==> src/rtl/mc_pkg.sv <==
// Shared types for the multi-cycle processor: step codes, ALU operations,
// operand and PC selects, opcode/function constants and the control bundle.
package mc_pkg;

    typedef enum logic [3:0] {
        ST_FETCH  = 4'd0,
        ST_DECODE = 4'd1,
        ST_ADDR   = 4'd2,
        ST_LDMEM  = 4'd3,
        ST_LDWB   = 4'd4,
        ST_STMEM  = 4'd5,
        ST_REXE   = 4'd6,
        ST_RWB    = 4'd7,
        ST_BEQ    = 4'd8,
        ST_JMP    = 4'd9
    } step_t;

    typedef enum logic [2:0] {
        ALU_ADD, ALU_SUB, ALU_AND, ALU_OR, ALU_SLT
    } alu_op_t;

    typedef enum logic [1:0] {
        BSEL_REG, BSEL_FOUR, BSEL_IMM, BSEL_IMM4
    } bsel_t;

    typedef enum logic [1:0] {
        PCS_ALU, PCS_ALUOUT, PCS_JUMP
    } pcsel_t;

    localparam logic [5:0] OP_REG = 6'h00;
    localparam logic [5:0] OP_LW  = 6'h23;
    localparam logic [5:0] OP_SW  = 6'h2B;
    localparam logic [5:0] OP_BEQ = 6'h04;
    localparam logic [5:0] OP_J   = 6'h02;

    localparam logic [5:0] FN_ADD = 6'h20;
    localparam logic [5:0] FN_SUB = 6'h22;
    localparam logic [5:0] FN_AND = 6'h24;
    localparam logic [5:0] FN_OR  = 6'h25;
    localparam logic [5:0] FN_SLT = 6'h2A;

    typedef struct packed {
        logic    pc_wr;       // unconditional PC load
        logic    pc_wr_eq;    // PC load when ALU result is zero
        pcsel_t  pc_sel;
        logic    ir_wr;
        logic    mem_rd;
        logic    mem_wr;
        logic    addr_alu;    // memory address from ALU latch, else PC
        logic    ab_wr;
        logic    aluout_wr;
        logic    mdr_wr;
        logic    rf_wr;
        logic    dst_rd;      // destination rd field, else rt
        logic    wb_mdr;      // write-back from memory latch, else ALU latch
        logic    a_reg;       // ALU A from operand latch, else PC
        bsel_t   b_sel;
        alu_op_t alu_op;
    } ctrl_t;

    // Map a register-format function code to an ALU operation.
    function automatic alu_op_t funct_to_op(input logic [5:0] fn);
        case (fn)
            FN_SUB:  return ALU_SUB;
            FN_AND:  return ALU_AND;
            FN_OR:   return ALU_OR;
            FN_SLT:  return ALU_SLT;
            default: return ALU_ADD;
        endcase
    endfunction

    // True for the function codes the block implements.
    function automatic logic funct_ok(input logic [5:0] fn);
        return (fn == FN_ADD) || (fn == FN_SUB) || (fn == FN_AND) ||
               (fn == FN_OR)  || (fn == FN_SLT);
    endfunction

endpackage

==> src/rtl/mc_alu.sv <==
// Combinational ALU shared by all steps of the multi-cycle datapath.
// Assumes two's-complement operands; SLT compares signed.
module mc_alu #(
    parameter int W = 32
) (
    input  logic [W-1:0]    a,
    input  logic [W-1:0]    b,
    input  mc_pkg::alu_op_t op,
    output logic [W-1:0]    y,
    output logic            zero
);
    import mc_pkg::*;

    // Select the result of the requested operation.
    always_comb begin
        case (op)
            ALU_SUB: y = a - b;
            ALU_AND: y = a & b;
            ALU_OR:  y = a | b;
            ALU_SLT: y = {{(W-1){1'b0}}, ($signed(a) < $signed(b))};
            default: y = a + b;
        endcase
    end

    assign zero = (y == '0);
endmodule

==> src/rtl/mc_regfile.sv <==
// Register file with two combinational read ports and one synchronous
// write port. Entry 0 is hard-wired to zero; writes to it are dropped.
module mc_regfile #(
    parameter int W    = 32,
    parameter int NREG = 32
) (
    input  logic                    clk,
    input  logic                    rst_n,
    input  logic [$clog2(NREG)-1:0] raddr1,
    input  logic [$clog2(NREG)-1:0] raddr2,
    input  logic                    we,
    input  logic [$clog2(NREG)-1:0] waddr,
    input  logic [W-1:0]            wdata,
    output logic [W-1:0]            rdata1,
    output logic [W-1:0]            rdata2
);
    logic [W-1:0] regs [NREG];

    genvar g;
    generate
        for (g = 0; g < NREG; g++) begin : g_reg
            if (g == 0) begin : g_zero
                assign regs[g] = '0;
            end else begin : g_store
                logic [W-1:0] q;
                // Capture write data when this entry is addressed.
                always_ff @(posedge clk) begin
                    if (!rst_n)
                        q <= '0;
                    else if (we && (waddr == g))
                        q <= wdata;
                end
                assign regs[g] = q;
            end
        end
    endgenerate

    assign rdata1 = regs[raddr1];
    assign rdata2 = regs[raddr2];
endmodule

==> src/rtl/mc_ctrl.sv <==
// Control state machine of the multi-cycle processor. The step register
// advances on every clock; the control bundle is a function of the step
// and, in decode/execute/address steps, of the latched opcode and funct.
// Assumes opcode/funct come from the instruction register.
module mc_ctrl (
    input  logic                clk,
    input  logic                rst_n,
    input  logic [5:0]          opcode,
    input  logic [5:0]          funct,
    output mc_pkg::ctrl_t       ctrl,
    output mc_pkg::step_t       step
);
    import mc_pkg::*;

    step_t st_q, st_d;

    // Step register.
    always_ff @(posedge clk) begin
        if (!rst_n)
            st_q <= ST_FETCH;
        else
            st_q <= st_d;
    end

    // Next-step selection by instruction class.
    always_comb begin
        st_d = ST_FETCH;
        case (st_q)
            ST_FETCH:  st_d = ST_DECODE;
            ST_DECODE: begin
                case (opcode)
                    OP_LW, OP_SW: st_d = ST_ADDR;
                    OP_REG:       st_d = funct_ok(funct) ? ST_REXE : ST_FETCH;
                    OP_BEQ:       st_d = ST_BEQ;
                    OP_J:         st_d = ST_JMP;
                    default:      st_d = ST_FETCH;
                endcase
            end
            ST_ADDR:   st_d = (opcode == OP_LW) ? ST_LDMEM : ST_STMEM;
            ST_LDMEM:  st_d = ST_LDWB;
            ST_REXE:   st_d = ST_RWB;
            default:   st_d = ST_FETCH;
        endcase
    end

    // Datapath control outputs per step.
    always_comb begin
        ctrl        = '0;
        ctrl.pc_sel = PCS_ALU;
        ctrl.b_sel  = BSEL_REG;
        ctrl.alu_op = ALU_ADD;
        case (st_q)
            ST_FETCH: begin
                ctrl.mem_rd = 1'b1;
                ctrl.ir_wr  = 1'b1;
                ctrl.b_sel  = BSEL_FOUR;
                ctrl.pc_wr  = 1'b1;
            end
            ST_DECODE: begin
                ctrl.ab_wr     = 1'b1;
                ctrl.b_sel     = BSEL_IMM4;
                ctrl.aluout_wr = 1'b1;
            end
            ST_ADDR: begin
                ctrl.a_reg     = 1'b1;
                ctrl.b_sel     = BSEL_IMM;
                ctrl.aluout_wr = 1'b1;
            end
            ST_LDMEM: begin
                ctrl.addr_alu = 1'b1;
                ctrl.mem_rd   = 1'b1;
                ctrl.mdr_wr   = 1'b1;
            end
            ST_LDWB: begin
                ctrl.rf_wr  = 1'b1;
                ctrl.wb_mdr = 1'b1;
            end
            ST_STMEM: begin
                ctrl.addr_alu = 1'b1;
                ctrl.mem_wr   = 1'b1;
            end
            ST_REXE: begin
                ctrl.a_reg     = 1'b1;
                ctrl.alu_op    = funct_to_op(funct);
                ctrl.aluout_wr = 1'b1;
            end
            ST_RWB: begin
                ctrl.rf_wr  = 1'b1;
                ctrl.dst_rd = 1'b1;
            end
            ST_BEQ: begin
                ctrl.a_reg    = 1'b1;
                ctrl.alu_op   = ALU_SUB;
                ctrl.pc_wr_eq = 1'b1;
                ctrl.pc_sel   = PCS_ALUOUT;
            end
            ST_JMP: begin
                ctrl.pc_wr  = 1'b1;
                ctrl.pc_sel = PCS_JUMP;
            end
            default: ;
        endcase
    end

    assign step = st_q;
endmodule

==> src/rtl/mc_cpu.sv <==
// Multi-cycle processor top: controller plus datapath registers, one
// shared ALU and the register file. One memory port serves instruction
// fetch and data; read data must be valid in the same cycle as the
// address and writes land on the next rising edge.
module mc_cpu #(
    parameter int XLEN = 32,
    parameter int NREG = 32
) (
    input  logic            clk,
    input  logic            rst_n,
    output logic [XLEN-1:0] mem_addr,
    output logic            mem_rd,
    output logic            mem_wr,
    output logic [XLEN-1:0] mem_wdata,
    input  logic [XLEN-1:0] mem_rdata,
    output logic [XLEN-1:0] pc_o,
    output logic [3:0]      step_o
);
    import mc_pkg::*;

    localparam int RAW = $clog2(NREG);
    localparam int IMM = 16;
    localparam int JFW = 26;

    ctrl_t           c;
    step_t           st;
    logic [XLEN-1:0] pc_q, ir_q, a_q, b_q, aluout_q, mdr_q;
    logic [XLEN-1:0] alu_a, alu_b, alu_y, simm, pc_d;
    logic [XLEN-1:0] rf_r1, rf_r2, rf_wd;
    logic [RAW-1:0]  rf_wa;
    logic            alu_zero, pc_en;

    mc_ctrl u_ctrl (
        .clk    (clk),
        .rst_n  (rst_n),
        .opcode (ir_q[31:26]),
        .funct  (ir_q[5:0]),
        .ctrl   (c),
        .step   (st)
    );

    assign simm = {{(XLEN-IMM){ir_q[IMM-1]}}, ir_q[IMM-1:0]};

    // ALU operand selection.
    always_comb begin
        alu_a = c.a_reg ? a_q : pc_q;
        case (c.b_sel)
            BSEL_FOUR: alu_b = XLEN'(4);
            BSEL_IMM:  alu_b = simm;
            BSEL_IMM4: alu_b = simm << 2;
            default:   alu_b = b_q;
        endcase
    end

    mc_alu #(.W(XLEN)) u_alu (
        .a    (alu_a),
        .b    (alu_b),
        .op   (c.alu_op),
        .y    (alu_y),
        .zero (alu_zero)
    );

    assign rf_wa = c.dst_rd ? ir_q[11 +: RAW] : ir_q[16 +: RAW];
    assign rf_wd = c.wb_mdr ? mdr_q : aluout_q;

    mc_regfile #(.W(XLEN), .NREG(NREG)) u_rf (
        .clk    (clk),
        .rst_n  (rst_n),
        .raddr1 (ir_q[21 +: RAW]),
        .raddr2 (ir_q[16 +: RAW]),
        .we     (c.rf_wr),
        .waddr  (rf_wa),
        .wdata  (rf_wd),
        .rdata1 (rf_r1),
        .rdata2 (rf_r2)
    );

    // Next PC selection and conditional update enable.
    always_comb begin
        case (c.pc_sel)
            PCS_ALUOUT: pc_d = aluout_q;
            PCS_JUMP:   pc_d = {pc_q[XLEN-1 -: 4], ir_q[JFW-1:0], 2'b00};
            default:    pc_d = alu_y;
        endcase
        pc_en = c.pc_wr | (c.pc_wr_eq & alu_zero);
    end

    // Datapath state registers.
    always_ff @(posedge clk) begin
        if (!rst_n) begin
            pc_q     <= '0;
            ir_q     <= '0;
            a_q      <= '0;
            b_q      <= '0;
            aluout_q <= '0;
            mdr_q    <= '0;
        end else begin
            if (pc_en)       pc_q     <= pc_d;
            if (c.ir_wr)     ir_q     <= mem_rdata;
            if (c.ab_wr)     a_q      <= rf_r1;
            if (c.ab_wr)     b_q      <= rf_r2;
            if (c.aluout_wr) aluout_q <= alu_y;
            if (c.mdr_wr)    mdr_q    <= mem_rdata;
        end
    end

    assign mem_addr  = c.addr_alu ? aluout_q : pc_q;
    assign mem_rd    = c.mem_rd;
    assign mem_wr    = c.mem_wr;
    assign mem_wdata = b_q;
    assign pc_o      = pc_q;
    assign step_o    = st;
endmodule

==> config.mk <==
export PLATFORM = sky130hd
export DESIGN_NAME = mc_cpu
export DESIGN_NICKNAME = d
export VERILOG_FILES = /design/src/rtl/mc_pkg.sv /design/src/rtl/mc_alu.sv /design/src/rtl/mc_regfile.sv /design/src/rtl/mc_ctrl.sv /design/src/rtl/mc_cpu.sv
export SDC_FILE = /design/constraint.sdc
export NUM_CORES = 2
export LEC_CHECK = 0
export ABC_AREA = 1
export BUFFER_PORTS_ARGS = -buffer_cell sky130_fd_sc_hd__buf_2
export CAP_MARGIN = 20
export CORE_UTILIZATION = 30
export DETAILED_ROUTE_END_ITERATION = 12
export PLACE_DENSITY_LB_ADDON = 0.05
export RECOVER_POWER = 100
export SLEW_MARGIN = 20
export SYNTH_ARGS = -nofsm -noshare
export SYNTH_HDL_FRONTEND = slang
export SYNTH_HIERARCHICAL = 1
export SYNTH_SLANG_ARGS = --single-unit
==> constraint.sdc <==
create_clock -name clk -period 4.1 [get_ports clk]
set_clock_uncertainty 0.05 [all_clocks]
set_input_delay 0.41 -clock clk [delete_from_list [all_inputs] [get_ports clk]]
set_output_delay 0.41 -clock clk [all_outputs]
set_load 0.005 [all_outputs]
# [After elaboration in Yosys (flattened, before gate mapping)]
# Index checks and enable logic that the tools add are counted.
[op_classes] n_bitwise=7 mux=34 n_shift=0 magnitude_cmp=3 addsub=2 div=0 n_eq_ne=58 n_reduce_logical=46 multipliers=0
[ops] cell="$bmux W32 S5" count=2
[ops] cell="$mux W32" count=7
[ops] cell="$pmux W32 S4" count=1
[ops] cell="$pmux W32 S3" count=1
[ops] cell="$eq A5 B5 Y1 const B" count=16
[ops] cell="$pmux W32 S2" count=1
[ops] cell="$eq A6 B6 Y1 const B" count=7
[ops] cell="$eq A5 B4 Y1 const B" count=8
[ops] cell="$add A32 B32 Y32" count=1
[ops] cell="$and A32 B32 Y32" count=1
[ops] cell="$logic_not A32 Y1" count=1
[ops] cell="$lt A32 B32 Y1" count=1
[ops] cell="$or A32 B32 Y32" count=1
[ops] cell="$sub A32 B32 Y32" count=1
[ops] cell="$logic_and A1 B1 Y1" count=31
[ops] cell="$eq A5 B3 Y1 const B" count=4
[ops] cell="$pmux W4 S5" count=1
[ops] cell="$eq A4 B3 Y1 const B" count=4
[ops] cell="$pmux W4 S4" count=1
[ops] cell="$mux W1" count=13
[ops] cell="$ge A6 B6 Y1 const B" count=2
[ops] cell="$not A5 Y6" count=2
[ops] cell="$pmux W3 S4" count=1
[ops] cell="$eq A5 B2 Y1 const B" count=2
[ops] cell="25 further kinds" count=40
[totals] ram_bits=0 input_bits=34 romBits=0 wordCells=189 output_inout_bits=102 latchBits=0 regBits=1188 memories=0

# [Longest topological paths before layout]
[logic_depth] word_depth=10 depth_mapped=37 ltp_nobuf=33

# [By module]
# Netlist, hierarchy kept.
[modules_own_cells] mod="mc_regfile" seq_area_each_um2=19859.0 cells_each=9156 area_each_um2=55205.4 instances=1
[modules_own_cells] mod="mc_cpu" seq_area_each_um2=3843.7 cells_each=1421 area_each_um2=9183.8 instances=1
[modules_own_cells] mod="mc_alu" seq_area_each_um2=0.0 cells_each=1351 area_each_um2=6744.0 instances=1
[modules_own_cells] mod="mc_ctrl" seq_area_each_um2=80.1 cells_each=98 area_each_um2=505.5 instances=1

# [Least setup slack after synthesis]
# No wires, ideal clock.
[synth_timing] path_type="register to register" start="register u_ctrl.st_q[1], in the netlist u_ctrl/step[1]" end="register pc_q[20], in the netlist pc_o[20]" arrival_ps=3838 path_stages_with_launch=34 slack_ps=96 setup_time_ps=116 n_path_buf=3 period_less_slack_ps=4004 required_ps=3934 path_cell_list="dfxtp_1 buf_6 nand3_1 o21ai_0 inv_2 nor2_4 inv_1 o21ai_0 inv_1 ha_1 nor2_1 nand2_1 nand3_2 nand2_1 nand2_1 nand2_1 nand2_2 nand2_1 nand2_1 nand2_1 nand3_1 nand3_2 nor2_1 nand2_1 nor2_1 nand2_1 nor2_1 nand2_2 nand2_1 buf_6 buf_6 nand2_1 inv_1 a21oi_1"
[synth_lines] element="start: declaration" line="mc_ctrl.sv:15" text="step_t st_q, st_d;"
[synth_lines] element="start signal: assignment" line="mc_ctrl.sv:22" text="st_q <= st_d;"
[synth_lines] element="end signal: assignment" line="mc_cpu.sv:98" text="if (pc_en) pc_q <= pc_d;"
[synth_lines] element="end: declaration" line="mc_cpu.sv:27" text="logic [XLEN-1:0] pc_q, ir_q, a_q, b_q, aluout_q, mdr_q;"

==> metrics.csv <==
metric;value;unit
outcome;finished with violations;
violations;setup timing;
fin_area;88420;µm²
dp_slack;-1.114;ns
clk_path_buf_depth;3;
seqCellArea;23830;µm²
fillers;25520;
reg2reg_to;pc_o[15]$_SDFFE_PN0P_;
ir_drop;0.3778;mV
hp-start;mem_rdata[7];
dr_total_vias;83280;
cp.arrival;4.96;ns
rrSetupSlack;-0.23;ns
setup_viol;32;
area_growth;23.42;%
nets;12340;
hold_path.class;in2reg;
end_kind;flip-flop;
static-leakage-power;36.25;nW
r2r.worst_path.cells;32;
worst_hold_path.endpoint;ir_q[7]$_SDFFE_PN0P_;
cts_tree;yes;
dr.first_iter.drc_count;9022;
floorplan.initialDensity;0.3015;
numCtsBuffers;155;
dr.pass1.iters;8;
gp_congestion;0.9122;
fp.dieH;490.7;µm
synth_seq_area_share;0.3320;
crit_type;reg2reg;
portBuffers;135;
clock-sinks;1188;
overflow;0;
slowest_delay;0.38;ns
grt.total_usage;0.3164;
grt_pass1_wl;565700;µm
fmax;0.2308;GHz
avgSynthCellArea;5.957;µm²
multi_input_area;42610;µm²
core;237600;µm²
worstMarginPinSlew;1.268;ns
yosys_warnings;6;
synth_area_leaders;dfxtp_1 33%, nand2_1 21%, nand3_1 16%;
worst_ep_required_time;4.73;ns
setup_ws;-0.2319;ns
p_per_area;431.0;nW/µm²
crit_path_start_kind;flip-flop;
drcViolationCount;0;
io_pins;136;
ant_nets;0;
period_share;1.057;
cts-root-buf;clkbuf_16;
clk-insertion-delay-late;0.83;ns
clkSlewWorstSetupHoldPaths;0.06;ns
cp_max_fo;14;
synth_area;71640;µm²
synth_edf_count;0;
synth.largest_area_cell;dfxtp_1;
fp.dieW;490.7;µm
dpl_cell_area;80020;µm²
synth_cell_types;42;
async_reset_ff_frac;0;
hold_violations;0;
synthFlopType;dfxtp_1;
rows;179;
slew_headroom;0.1546;
slowest_stage;dfxtp_4;
rsz0062_at_grt;yes;
drt-wirelength-per-cell;25.60;µm
final_max_slew_viol_count;0;
cap_violations;0;
hold_path_depth;4;
avgViaCountPerCell;5.367;
wl;397200;µm
antenna_found_initial;24;
final.min_clock_period;4.332;ns
yosysTopAreaCellShare;0.3320;
syn_nets;12160;
reg2reg_from;u_ctrl/step[1]$_SDFF_PN0_;
ys_ff_latch;1188;
synthCells;12030;
grt_max_degree;197;
worst_path_most_repeated_cell;nand2_1;
drive_above_1_share;0.1474;
dp_hpwl;248400;µm
h-tree-depth;4;
die_area;240800;µm²
grt_pass1_vias;77150;
-- power by group --
group / leakage (nW) / switching, mW / total (mW) / internal, mW
clock: 2.56 / 5.86 / 14.1 / 8.28
combinational: 24.1 / 8.04 / 11.9 / 3.87
sequential: 9.61 / 0.303 / 12.1 / 11.8
-- metrics by stage --
stage	hold slack (ns)	setup TNS, ns	utilization	instances	power (mW)
6_report	0.3524	-6.598	0.3721	15520	38.11
5_1_grt	0.3418	-12.82	0.3720	15510	39.53
4_1_cts	0.2786	-8.019	0.3667	15470	37.69
3_5_place_dp	0.4014	-34.87	0.3367	15110	22.89
3_3_place_gp	0.3965	-35.00	0.3365	15110	22.94
2_1_floorplan	0.3869	0	-	12030	17.39
-- final cells by class --
type | instances | area share
Sequential cell | 1188 | 0.2695
Tap cell | 3167 | 0.04482
Multi-Input combinational cell | 9017 | 0.4819
Antenna cell | 15 | 0.0004245
Clock inverter | 35 | 0.004840
Timing Repair Buffer | 1054 | 0.1100
Inverter | 793 | 0.03463
Clock buffer | 247 | 0.05386
-- how the worst max path moves through the flow --
stage,startpoint,to,cells past startpoint
after floorplan,u_ctrl/step[1]$_SDFF_PN0_,pc_o[20]$_SDFFE_PN0P_,33
after global placement,u_ctrl/step[3]$_SDFF_PN0_,pc_o[13]$_SDFFE_PN0P_,33
after detailed placement,u_ctrl/step[3]$_SDFF_PN0_,pc_o[21]$_SDFFE_PN0P_,29
after CTS,u_ctrl/step[2]$_SDFF_PN0_,pc_o[21]$_SDFFE_PN0P_,35
after global routing,u_ctrl/step[3]$_SDFF_PN0_,pc_o[29]$_SDFFE_PN0P_,35
final,u_ctrl/step[1]$_SDFF_PN0_,pc_o[15]$_SDFFE_PN0P_,32
-- cell usage after synthesis (all sizes together) (2+ instances only) --
cell type	number
nand4	17
dfxtp	1188
a211oi	2
o2111ai	7
fa	2
buf	410
o22ai	5
a21oi	971
inv	791
clkinv	2
clkbuf	618
o21bai	5
nand3b	4
nor2	762
o21ai	769
and3	3
mux2	2
xor2	7
ha	98
or2	3
nand2	4049
nor3	11
nand3	2295
-- logic make-up after synthesis --
| group | share of synthesized area |
|---|---|
| flip-flops | 0.3320 |
| adder cells (fa/ha/maj) | 0.01768 |
| AO/OA/AOI/OAI | 0.1241 |
| AND/OR/NAND/NOR | 0.4203 |
| buffers and inverters | 0.1048 |
| multiplexers | 0.0003144 |
| XOR/XNOR | 0.0008558 |
-- registers in the layout, summed over array words and instances (netlist names) --
signal,flops
mdr_q,32
pc_o,32
a_q,32
mem_wdata,32
u_ctrl/step,4
u_rf/g.g_store.q,992
ir_q,32
aluout_q,32
-- critical path, delay by kind of cell (launching register included) --
family,cells,cell delay (ns)
flip-flops,1,0.38
buffers and inverters,9,0.89
AND/OR/NAND/NOR,20,2.42
AO/OA/AOI/OAI,2,0.14
adder cells (fa/ha/maj),1,0.27
-- layer usage --
layer | vias to the layer above | global-route usage | wire length (µm)
met1 | 39860 | 0.4349 | 175900
met2 | 3558 | 0.4996 | 178100
met5 | - | 0 | 32
met3 | 631 | 0.04440 | 28330
li1 | 39230 | - | -
met4 | 4 | 0.1159 | 14860
-- cell usage in the layout, fill, tap and decap left out, types with 17 or more instances in the layout --
| master | Yosys | layout |
|---|---|---|
| a21oi_1 | 968 | 939 |
| a21oi_2 | 3 | 27 |
| buf_12 | 0 | 137 |
| buf_2 | 244 | 134 |
| buf_4 | 58 | 703 |
| buf_6 | 18 | 31 |
| clkbuf_1 | 606 | 45 |
| clkbuf_16 | 0 | 163 |
| clkbuf_8 | 0 | 41 |
| clkinv_2 | 0 | 21 |
| dfxtp_1 | 1188 | 1174 |
| dlygate4sd3_1 | 0 | 35 |
| ha_1 | 98 | 66 |
| ha_4 | 0 | 31 |
| inv_1 | 763 | 693 |
| inv_2 | 27 | 76 |
| nand2_1 | 4023 | 3887 |
| nand2_2 | 26 | 135 |
| nand2_4 | 0 | 22 |
| nand3_1 | 2274 | 2240 |
| nand3_2 | 21 | 40 |
| nand4_1 | 17 | 17 |
| nor2_1 | 728 | 675 |
| nor2_2 | 25 | 30 |
| nor2_4 | 9 | 57 |
| o21ai_0 | 695 | 623 |
| o21ai_1 | 74 | 83 |
| o21ai_2 | 0 | 33 |
| o21ai_4 | 0 | 30 |
-- what timing repair did --
| action | 4_1_cts | 5_1_grt |
|---|---|---|
| endpoints found under the hold margin | 95 | 0 |
| gates cloned | 9 | 2 |
| setup endpoints to repair | 34 | 33 |
| gates resized for setup | 276 | 305 |
| pin swaps | 41 | 112 |
| setup buffers | 36 | 36 |
| hold buffers | 35 | 0 |
Power figures use the tool's default switching activity.
